File: config.mk
export PLATFORM = sky130hd
export DESIGN_NAME = dsadc_seq
export DESIGN_NICKNAME = d
export VERILOG_FILES = /design/src/rtl/dsadc_pkg.sv /design/src/rtl/dsadc_phase.sv /design/src/rtl/dsadc_zcross.sv /design/src/rtl/dsadc_code.sv /design/src/rtl/dsadc_seq.sv
export SDC_FILE = /design/constraint.sdc
export NUM_CORES = 1
export LEC_CHECK = 0
export ABC_AREA = 1
export BUFFER_PORTS_ARGS = -buffer_cell sky130_fd_sc_hd__buf_2
export CAP_MARGIN = 10
export CELL_PAD_IN_SITES_DETAIL_PLACEMENT = 1
export CELL_PAD_IN_SITES_GLOBAL_PLACEMENT = 1
export CORE_MARGIN = 5
export CORE_UTILIZATION = 36
export CTS_CLUSTER_DIAMETER = 150
export DETAILED_ROUTE_END_ITERATION = 7
export GPL_TIMING_DRIVEN = 0
export PLACE_DENSITY = 0.84
export SLEW_MARGIN = 20
export SYNTH_ARGS = -nofsm -noshare
export SYNTH_HDL_FRONTEND = slang
export SYNTH_SLANG_ARGS = --single-unit
File: constraint.sdc
create_clock -name clk -period 1.6 [get_ports clk]
set_input_delay 0.32 -clock clk [delete_from_list [all_inputs] [get_ports clk]]
set_output_delay 0.32 -clock clk [all_outputs]
set_load 0.01 [all_outputs]
File: src/rtl/dsadc_pkg.sv
package dsadc_pkg;
   // width of the output code: sign, count bits, refinement bit
   function automatic int code_w(input int seq_w);
      return seq_w + 1;
   endfunction
   // width of the discharge counter
   function automatic int disch_w(input int seq_w);
      return seq_w - 1;
   endfunction
endpackage

File: src/rtl/dsadc_phase.sv
module dsadc_phase #(
   parameter int SEQ_W = 3
) (
   input  logic             clk,
   input  logic             rst,
   output logic [SEQ_W-1:0] cnt_o,
   output logic             charge_o
);
   localparam int CHG_I = (1 << (SEQ_W - 1)) - 1;
   localparam logic [SEQ_W-1:0] CHG_FULL = CHG_I[SEQ_W-1:0];

   logic [SEQ_W-1:0] cnt_q;
   logic             tail_q;

   always_ff @(posedge clk) begin
      if (rst) cnt_q <= '0;
      else     cnt_q <= cnt_q + 1'b1;
   end

   // half-period retiming of the charge end
   always_ff @(negedge clk) begin
      if (rst) tail_q <= 1'b0;
      else     tail_q <= (cnt_q == CHG_FULL);
   end

   assign cnt_o    = cnt_q;
   assign charge_o = (cnt_q < CHG_FULL) | ((cnt_q == CHG_FULL) & ~tail_q);
endmodule

File: src/rtl/dsadc_zcross.sv
module dsadc_zcross #(
   parameter int SEQ_W = 3
) (
   input  logic             clk,
   input  logic             rst,
   input  logic [SEQ_W-1:0] cnt_i,
   input  logic             pol_in,
   output logic             dir_o,
   output logic             samp_o
);
   localparam int CHG_I = (1 << (SEQ_W - 1)) - 1;
   localparam logic [SEQ_W-1:0] CHG_FULL = CHG_I[SEQ_W-1:0];
   localparam logic [SEQ_W-1:0] LAST     = '1;

   logic dir_q;
   logic samp_q;

   always_ff @(negedge clk) begin
      if (rst)                  dir_q <= 1'b0;
      else if (cnt_i == CHG_FULL) dir_q <= pol_in;
   end

   always_ff @(negedge clk) begin
      if (rst)
         samp_q <= 1'b0;
      else if (cnt_i > CHG_FULL)
         samp_q <= samp_q | (pol_in != dir_q) | (cnt_i == LAST);
      else
         samp_q <= 1'b0;
   end

   assign dir_o  = dir_q;
   assign samp_o = samp_q;
endmodule

File: src/rtl/dsadc_code.sv
module dsadc_code #(
   parameter int SEQ_W       = 3,
   parameter bit HALF_LSB_EN = 1'b1
) (
   input  logic                                clk,
   input  logic                                rst,
   input  logic [SEQ_W-1:0]                    cnt_i,
   input  logic                                samp_i,
   input  logic                                dir_i,
   input  logic                                half_i,
   output logic [dsadc_pkg::code_w(SEQ_W)-1:0] code_o,
   output logic                                valid_o
);
   localparam int CW = dsadc_pkg::code_w(SEQ_W);
   localparam int MW = dsadc_pkg::disch_w(SEQ_W);
   localparam int CHG_I = (1 << (SEQ_W - 1)) - 1;
   localparam logic [SEQ_W-1:0] CHG_FULL = CHG_I[SEQ_W-1:0];
   localparam logic [SEQ_W-1:0] LAST     = '1;

   logic [MW-1:0] dcnt_q;
   logic          lsb_q;
   logic          taken_q;
   logic          lsb_live;
   logic          lsb_now;
   logic [CW-1:0] code_q;
   logic          valid_q;

   generate
      if (HALF_LSB_EN) begin : g_half
         assign lsb_live = ~(half_i ^ dir_i);
      end else begin : g_nohalf
         assign lsb_live = 1'b0;
      end
   endgenerate

   assign lsb_now = taken_q ? lsb_q : lsb_live;

   always_ff @(posedge clk) begin
      if (rst) begin
         dcnt_q  <= '0;
         lsb_q   <= 1'b0;
         taken_q <= 1'b0;
         code_q  <= '0;
         valid_q <= 1'b0;
      end else begin
         valid_q <= (cnt_i == LAST);
         if (cnt_i == LAST) begin
            code_q  <= {dir_i, dcnt_q, lsb_now};
            dcnt_q  <= '0;
            lsb_q   <= 1'b0;
            taken_q <= 1'b0;
         end else if (cnt_i > CHG_FULL) begin
            if (!samp_i && dcnt_q != '1)
               dcnt_q <= dcnt_q + 1'b1;
            if (samp_i && !taken_q) begin
               lsb_q   <= lsb_live;
               taken_q <= 1'b1;
            end
         end
      end
   end

   assign code_o  = code_q;
   assign valid_o = valid_q;
endmodule

File: src/rtl/dsadc_seq.sv
module dsadc_seq #(
   parameter int SEQ_W       = 3,
   parameter bit HALF_LSB_EN = 1'b1
) (
   input  logic                                clk,
   input  logic                                rst,
   input  logic                                pol_in,
   input  logic                                half_in,
   output logic                                charge_o,
   output logic                                discharge_o,
   output logic                                sample_o,
   output logic                                ref_neg_o,
   output logic                                thr_neg_o,
   output logic                                comp_pos_o,
   output logic [dsadc_pkg::code_w(SEQ_W)-1:0] code_o,
   output logic                                valid_o
);
   localparam int CHG_I = (1 << (SEQ_W - 1)) - 1;
   localparam logic [SEQ_W-1:0] CHG_FULL = CHG_I[SEQ_W-1:0];

   generate
      if (SEQ_W < 2) begin : g_bad_seq_w
         $error("dsadc_seq: SEQ_W must be at least 2");
      end
   endgenerate

   logic [SEQ_W-1:0] cnt;
   logic             charge;
   logic             dir;
   logic             samp;

   dsadc_phase #(.SEQ_W(SEQ_W)) u_phase (
      .clk      (clk),
      .rst      (rst),
      .cnt_o    (cnt),
      .charge_o (charge)
   );

   dsadc_zcross #(.SEQ_W(SEQ_W)) u_zcross (
      .clk    (clk),
      .rst    (rst),
      .cnt_i  (cnt),
      .pol_in (pol_in),
      .dir_o  (dir),
      .samp_o (samp)
   );

   dsadc_code #(.SEQ_W(SEQ_W), .HALF_LSB_EN(HALF_LSB_EN)) u_code (
      .clk     (clk),
      .rst     (rst),
      .cnt_i   (cnt),
      .samp_i  (samp),
      .dir_i   (dir),
      .half_i  (half_in),
      .code_o  (code_o),
      .valid_o (valid_o)
   );

   assign charge_o    = charge;
   assign discharge_o = (cnt >= CHG_FULL) & ~charge & ~samp;
   assign sample_o    = samp & (cnt > CHG_FULL);
   assign ref_neg_o   = dir;
   assign thr_neg_o   = dir;
   assign comp_pos_o  = charge & pol_in;
endmodule

==> results of run 1 <==
## synthesized netlist by cell type
master and instances:
nand2_1 16, nor2_4 1, buf_4 1, ha_1 5, o21ai_2 1, o21ai_1 2, nand3_2 2, nand4_1 1
o21bai_1 1, o21ai_0 5, nor2_1 12, nand2_2 1, nor2_2 1, dfxtp_1 15, inv_1 18, inv_2 3
nand2_4 1, a21oi_1 5
## through the flow
step,setup slack (ps),util (%)
global route,-712,62.5
CTS,-576,57.2
global placement,-220,47.2
floorplan,-191,-
finish,-611,62.5
detailed placement,-249,47.2
## layout make-up
type | count | area, um^2 | area share [%]
plain buffers | 1 | 11.3 | 1.01
inverters | 20 | 85.1 | 7.63
well taps | 25 | 31.3 | 2.81
clock buffers | 4 | 26.3 | 2.36
repair buffers | 26 | 190 | 17.1
multi-input cells | 54 | 447 | 40.1
clock inverters | 3 | 11.3 | 1.01
flip-flops and latches | 15 | 313 | 28.1
## registers in the layout (all words and copies together) (netlist names)
signal / count
u_zcross.samp_o: 1
u_phase.cnt_o: 3
u_code.lsb_q: 1
u_code.valid_o: 1
u_code.taken_q: 1
u_code.code_o: 4
u_code.dcnt_q: 2
u_phase.tail_q: 1
u_zcross.dir_o: 1
## power breakdown
part           switching (uW)  internal (uW)  total (uW)
combinational             115           86.6         202
clock                     163            107         270
sequential               17.9            390         408
## final timing paths
check	slack, ps	to	cells past startpoint	startpoint
worst min-delay path	270	u_phase.cnt_o[2]$_SDFF_PP0_	2	rst
worst max-delay path	-610	comp_pos_o	4	u_phase.tail_q$_SDFF_NP0_
worst max register to register	-290	u_zcross.samp_o$_SDFF_NP0_	5	u_phase.cnt_o[0]$_SDFF_PP0_
worst min register to register	460	u_code.code_o[0]$_SDFFE_PP0P_	2	u_code.code_o[0]$_SDFFE_PP0P_
## metal layers
metal	global-route usage (%)	routed length, um
met3	5.26	100
met4	12.8	65
met2	37.5	1420
met5	0	0
met1	15.7	969
## cells by family (layout without fill, tap and decap cells)
kind of cell	after synthesis	in the layout	synth area share, %
simple gates	35	35	24.1
buf+inv	22	54	12.5
flops	15	15	43.4
compound gates	14	14	11.0
fa+ha+maj	5	5	9.04
## timing repair
action / in CTS / in global routing
buffers inserted: 7 / 7
pin swaps: 11 / 9
gates resized for setup: 24 / 18
setup endpoints to repair: 14 / 15
==> results.yml, run 1 <==
run_status:
  status: "finished, violations left"
  violations: "negative setup slack"
drt:
  avgRoutedWirePerCell_um: 17.3
  drt-pass1-iter-count: 4
  wirelength_um: 2560
  drt-initial-drc-count: 5
  drc: 0
  drtAntennaViolNets: 0
  vias_per_cell: 4.82
  vias: 713
sta:
  skew_ps: 63.9
  timing.hold.ws_ps: 269
  rsz0062_at_grt: "yes"
  final_max_slew_viol_count: 0
  max_slew.worst_pin.slew_ps: 203
  finalSetupViolations: 15
  tns_ps: -4700
  max_slew_margin_pct: 86.5
  fin_ws_ps: -611
  hold_violations: 0
place:
  place_area_um2: 841
  dp_cells: 130
  hpwl_um: 1340
  portBuffers: 14
  gp_congestion: 0.709
floorplanning:
  dieHeight_um: 53.8
  coreArea_um2: 1780
  rows: 15
  start_util_pct: 38.8
  ios: 15
  die-area_um2: 2900
  dieWidth_um: 53.8
worst_setup_path:
  arrival_ps: 1890
  cp_top_family: "flip-flops"
  path_class: "register to output port"
  slowest_stage: "dfxtp_2"
  critPathMaxFanout: 3
  startpoint_type: "register"
  slowest_delay_ps: 320
  cp.required_ps: 1280
  path_cells: "o21ai_4 > inv_1 > nor2_2 > buf_2"
  cp_num_buf_inv: 2
  cp-end-kind: "output port"
grt:
  grt_max_degree: 9
  grt_usage_pct: 18.9
  grt_remaining_overflow: 0
  antenna_found_initial: 0
  grt_pass1_wl_um: 3680
  grt_pass1_vias: 820
clock_network:
  ctsHoldBuffers: 0
  clock_latency_ps: 360
  htree_num_levels: 1
  clk_pin_slew_ps: 100
  clock_sinks: 15
  cts_buffer_depth: 2
  cts_buffers: 3
  root_buffer: "clkbuf_4"
  cts_tree: "built"
yosys:
  synth_warnings: 0
  yosysTopAreaCellShare_pct: 43.4
  yosysSeqAreaShare_pct: 43.4
  ys_types: 18
  syn_area_um2: 692
  yosysTopAreaCell: "dfxtp_1"
  syn_nets: 100
  ys_ff_latch: 15
  avgSynthCellArea_um2: 7.60
  netlist_instances: 91
  yosys-top-cells-area: "dfxtp_1 43%, inv_1 9.8%, ha_1 9.0%, nand2_1 8.7%, nor2_1 6.5%"
finish:
  area_delta_synth_final_pct: 61.1
  final.fill_count: 214
  layout_common_cells: "15 x inv_1, 11 x buf_2, 10 x nand2_1"
  layout_commonest_cell: "inv_1"
  num_antenna_cells: 0
  fin_area_um2: 1110
  finish.net_count: 133
  instances_no_fill: 148
  layout-drive-gt1-share_pct: 58.5
hold_path:
  min_path_type: "primary input to register"
power:
  p_total_uw: 879
  leakage_uw: 0.000513
  p_per_area_nw_per_um2: 788
  ir_drop_mv: 0.619
run:
  cap_viol_max_count: 0
Note: power is estimated with default switching activity, not from simulation.
==> run 2: changes to the inputs <==
--- a/config.mk
+++ b/config.mk
@@ -10,12 +10,13 @@
 export CAP_MARGIN = 10
 export CELL_PAD_IN_SITES_DETAIL_PLACEMENT = 1
 export CELL_PAD_IN_SITES_GLOBAL_PLACEMENT = 1
-export CORE_MARGIN = 5
+export CORE_MARGIN = 2
 export CORE_UTILIZATION = 36
 export CTS_CLUSTER_DIAMETER = 150
 export DETAILED_ROUTE_END_ITERATION = 7
 export GPL_TIMING_DRIVEN = 0
 export PLACE_DENSITY = 0.84
+export RECOVER_POWER = 25
 export SLEW_MARGIN = 20
 export SYNTH_ARGS = -nofsm -noshare
 export SYNTH_HDL_FRONTEND = slang
==> run 2 against run 1 <==
Net effect:
- the run still ends with negative setup slack left
- clock power is 6% lower
- via count is 3.5% lower
- global-route usage is 1.2 points higher
- register-to-register slack worse by 40 ps
- worst hold slack worse by 14 ps
- sequential cell count stayed put
- critical path type unchanged
- largest cell class unchanged
==> results.yml, run 2 (synthesized netlist as in run 1, its figures left out) <==
run_status:
  status: "finished, violations left"
  violations: "negative setup slack"
power:
  clkPwrFrac_pct: 30.0
  ir_drop_mv: 0.520
  internal_power_uw: 576
  swShare_pct: 31.7
  combPwrFrac_pct: 22.1
  leakage_uw: 0.000497
  p_seq_share_pct: 47.9
  power.switching_uw: 267
  p_total_uw: 842
  p_per_area_nw_per_um2: 784
drt:
  drtAntennaViolNets: 0
  drt-pass1-iter-count: 4
  drt-initial-drc-count: 3
  avgRoutedWirePerCell_um: 14.6
  vias_per_cell: 4.74
  drc: 0
  vias: 688
  wirelength_um: 2120
floorplanning:
  start_util_pct: 39.2
  die-area_um2: 2290
  rows: 15
  ios: 15
  coreArea_um2: 1760
  dieWidth_um: 47.8
  dieHeight_um: 47.8
worst_setup_path:
  slowest_stage: "dfxtp_2"
  cp.required_ps: 1280
  path_class: "register to output port"
  cp_top_family: "flip-flops"
  critPathMaxFanout: 3
  path_cells: "o21ai_4 > buf_4 > buf_2"
  cp_num_buf_inv: 2
  cp-end-kind: "output port"
  slowest_delay_ps: 320
  startpoint_type: "register"
  arrival_ps: 1880
sta:
  fin_ws_ps: -604
  max_slew.worst_pin.slew_ps: 234
  skew_ps: 74.7
  finalSetupViolations: 15
  rsz0062_at_grt: "yes"
  max_slew_margin_pct: 84.4
  final_max_slew_viol_count: 0
  hold_violations: 0
clock_network:
  cts_buffer_depth: 2
  clock_latency_ps: 360
  ctsHoldBuffers: 0
  root_buffer: "clkbuf_4"
  cts_buffers: 3
  clock_sinks: 15
  cts_tree: "built"
  htree_num_levels: 1
  clk_pin_slew_ps: 90
run:
  cap_viol_max_count: 0
place:
  portBuffers: 14
  gp_congestion: 0.709
  place_area_um2: 841
  hpwl_um: 1220
finish:
  num_antenna_cells: 0
  layout_common_cells: "15 x inv_1, 11 x nand2_1, 11 x buf_2"
  largest_register_ffs: 4
  fin_util_pct: 60.9
  finish.net_count: 130
  layout-drive-gt1-share_pct: 57.5
  layout_commonest_cell: "inv_1"
  area_delta_synth_final_pct: 55.2
  fin_area_um2: 1070
grt:
  antenna_found_initial: 0
  grt_pass1_vias: 679
  grt_usage_pct: 20.1
  grt_max_degree: 9
  grt_remaining_overflow: 0
  grt_pass1_wl_um: 3050
hold_path:
  min_path_type: "primary input to register"
[run 2: final cells by class]
class                      instances  area (um^2)
clock inverter                     3         11.3
tap                               25         31.3
multi-input combinational         54          429
inverter                          20         85.1
fill                             226          691
buffer                             1         11.3
sequential                        15          312
timing repair buffer              23          168
clock buffer                       4         26.3
[run 2: metal layers]
layer  vias up  global-route usage (%)  part of all wire [%]
li1        331                       -                     -
met1       331                    20.8                    36
met2        18                    36.5                    56
met3         8                    5.28                   4.1
met4         0                    10.8                   2.9
met5         -                       0                     0
[run 2: final timing paths]
path         cells past startpoint                       endpoint  slack (ps)                          start
max                              3                       charge_o        -600      u_phase.tail_q$_SDFF_NP0_
min                              2    u_phase.cnt_o[1]$_SDFF_PP0_         260                            rst
max reg2reg                      5  u_code.dcnt_q[0]$_SDFFE_PP0P_        -330     u_zcross.samp_o$_SDFF_NP0_
min reg2reg                      2  u_code.code_o[2]$_SDFFE_PP0P_         460  u_code.code_o[2]$_SDFFE_PP0P_
[run 2: worst register-to-register path, cell delays in order, from the launching register on]
cell      delay, ps
dfxtp_4         360
buf_6           120
nor2_4          110
nand3_4         100
o21bai_1        220
nor2_1           60
[run 2: what timing repair did]
item / CTS / global route
gates resized for setup: 24 / 17
setup buffers: 3 / 8
hold endpoints to repair: 0 / 0
setup endpoints to repair: 14 / 15
pin swaps: 9 / 12
[run 2: per-stage QoR]
step	std cells	hold WS [ps]	setup TNS [ps]	setup WS [ps]
after floorplan	91	384	-790	-191
after global placement	130	424	-1510	-225
after detailed placement	130	428	-1780	-241
after CTS	139	246	-3800	-574
after global routing	145	263	-5410	-676
final	145	255	-4660	-604
[run 2: power groups by stage]
stage	Sequential, uW	Clock, uW	Combinational [uW]
after floorplan	410	15.5	86.8
after detailed placement	413	15.5	121
after CTS	404	256	155
after global routing	405	286	204
after global placement	412	15.5	115
final	403	253	186
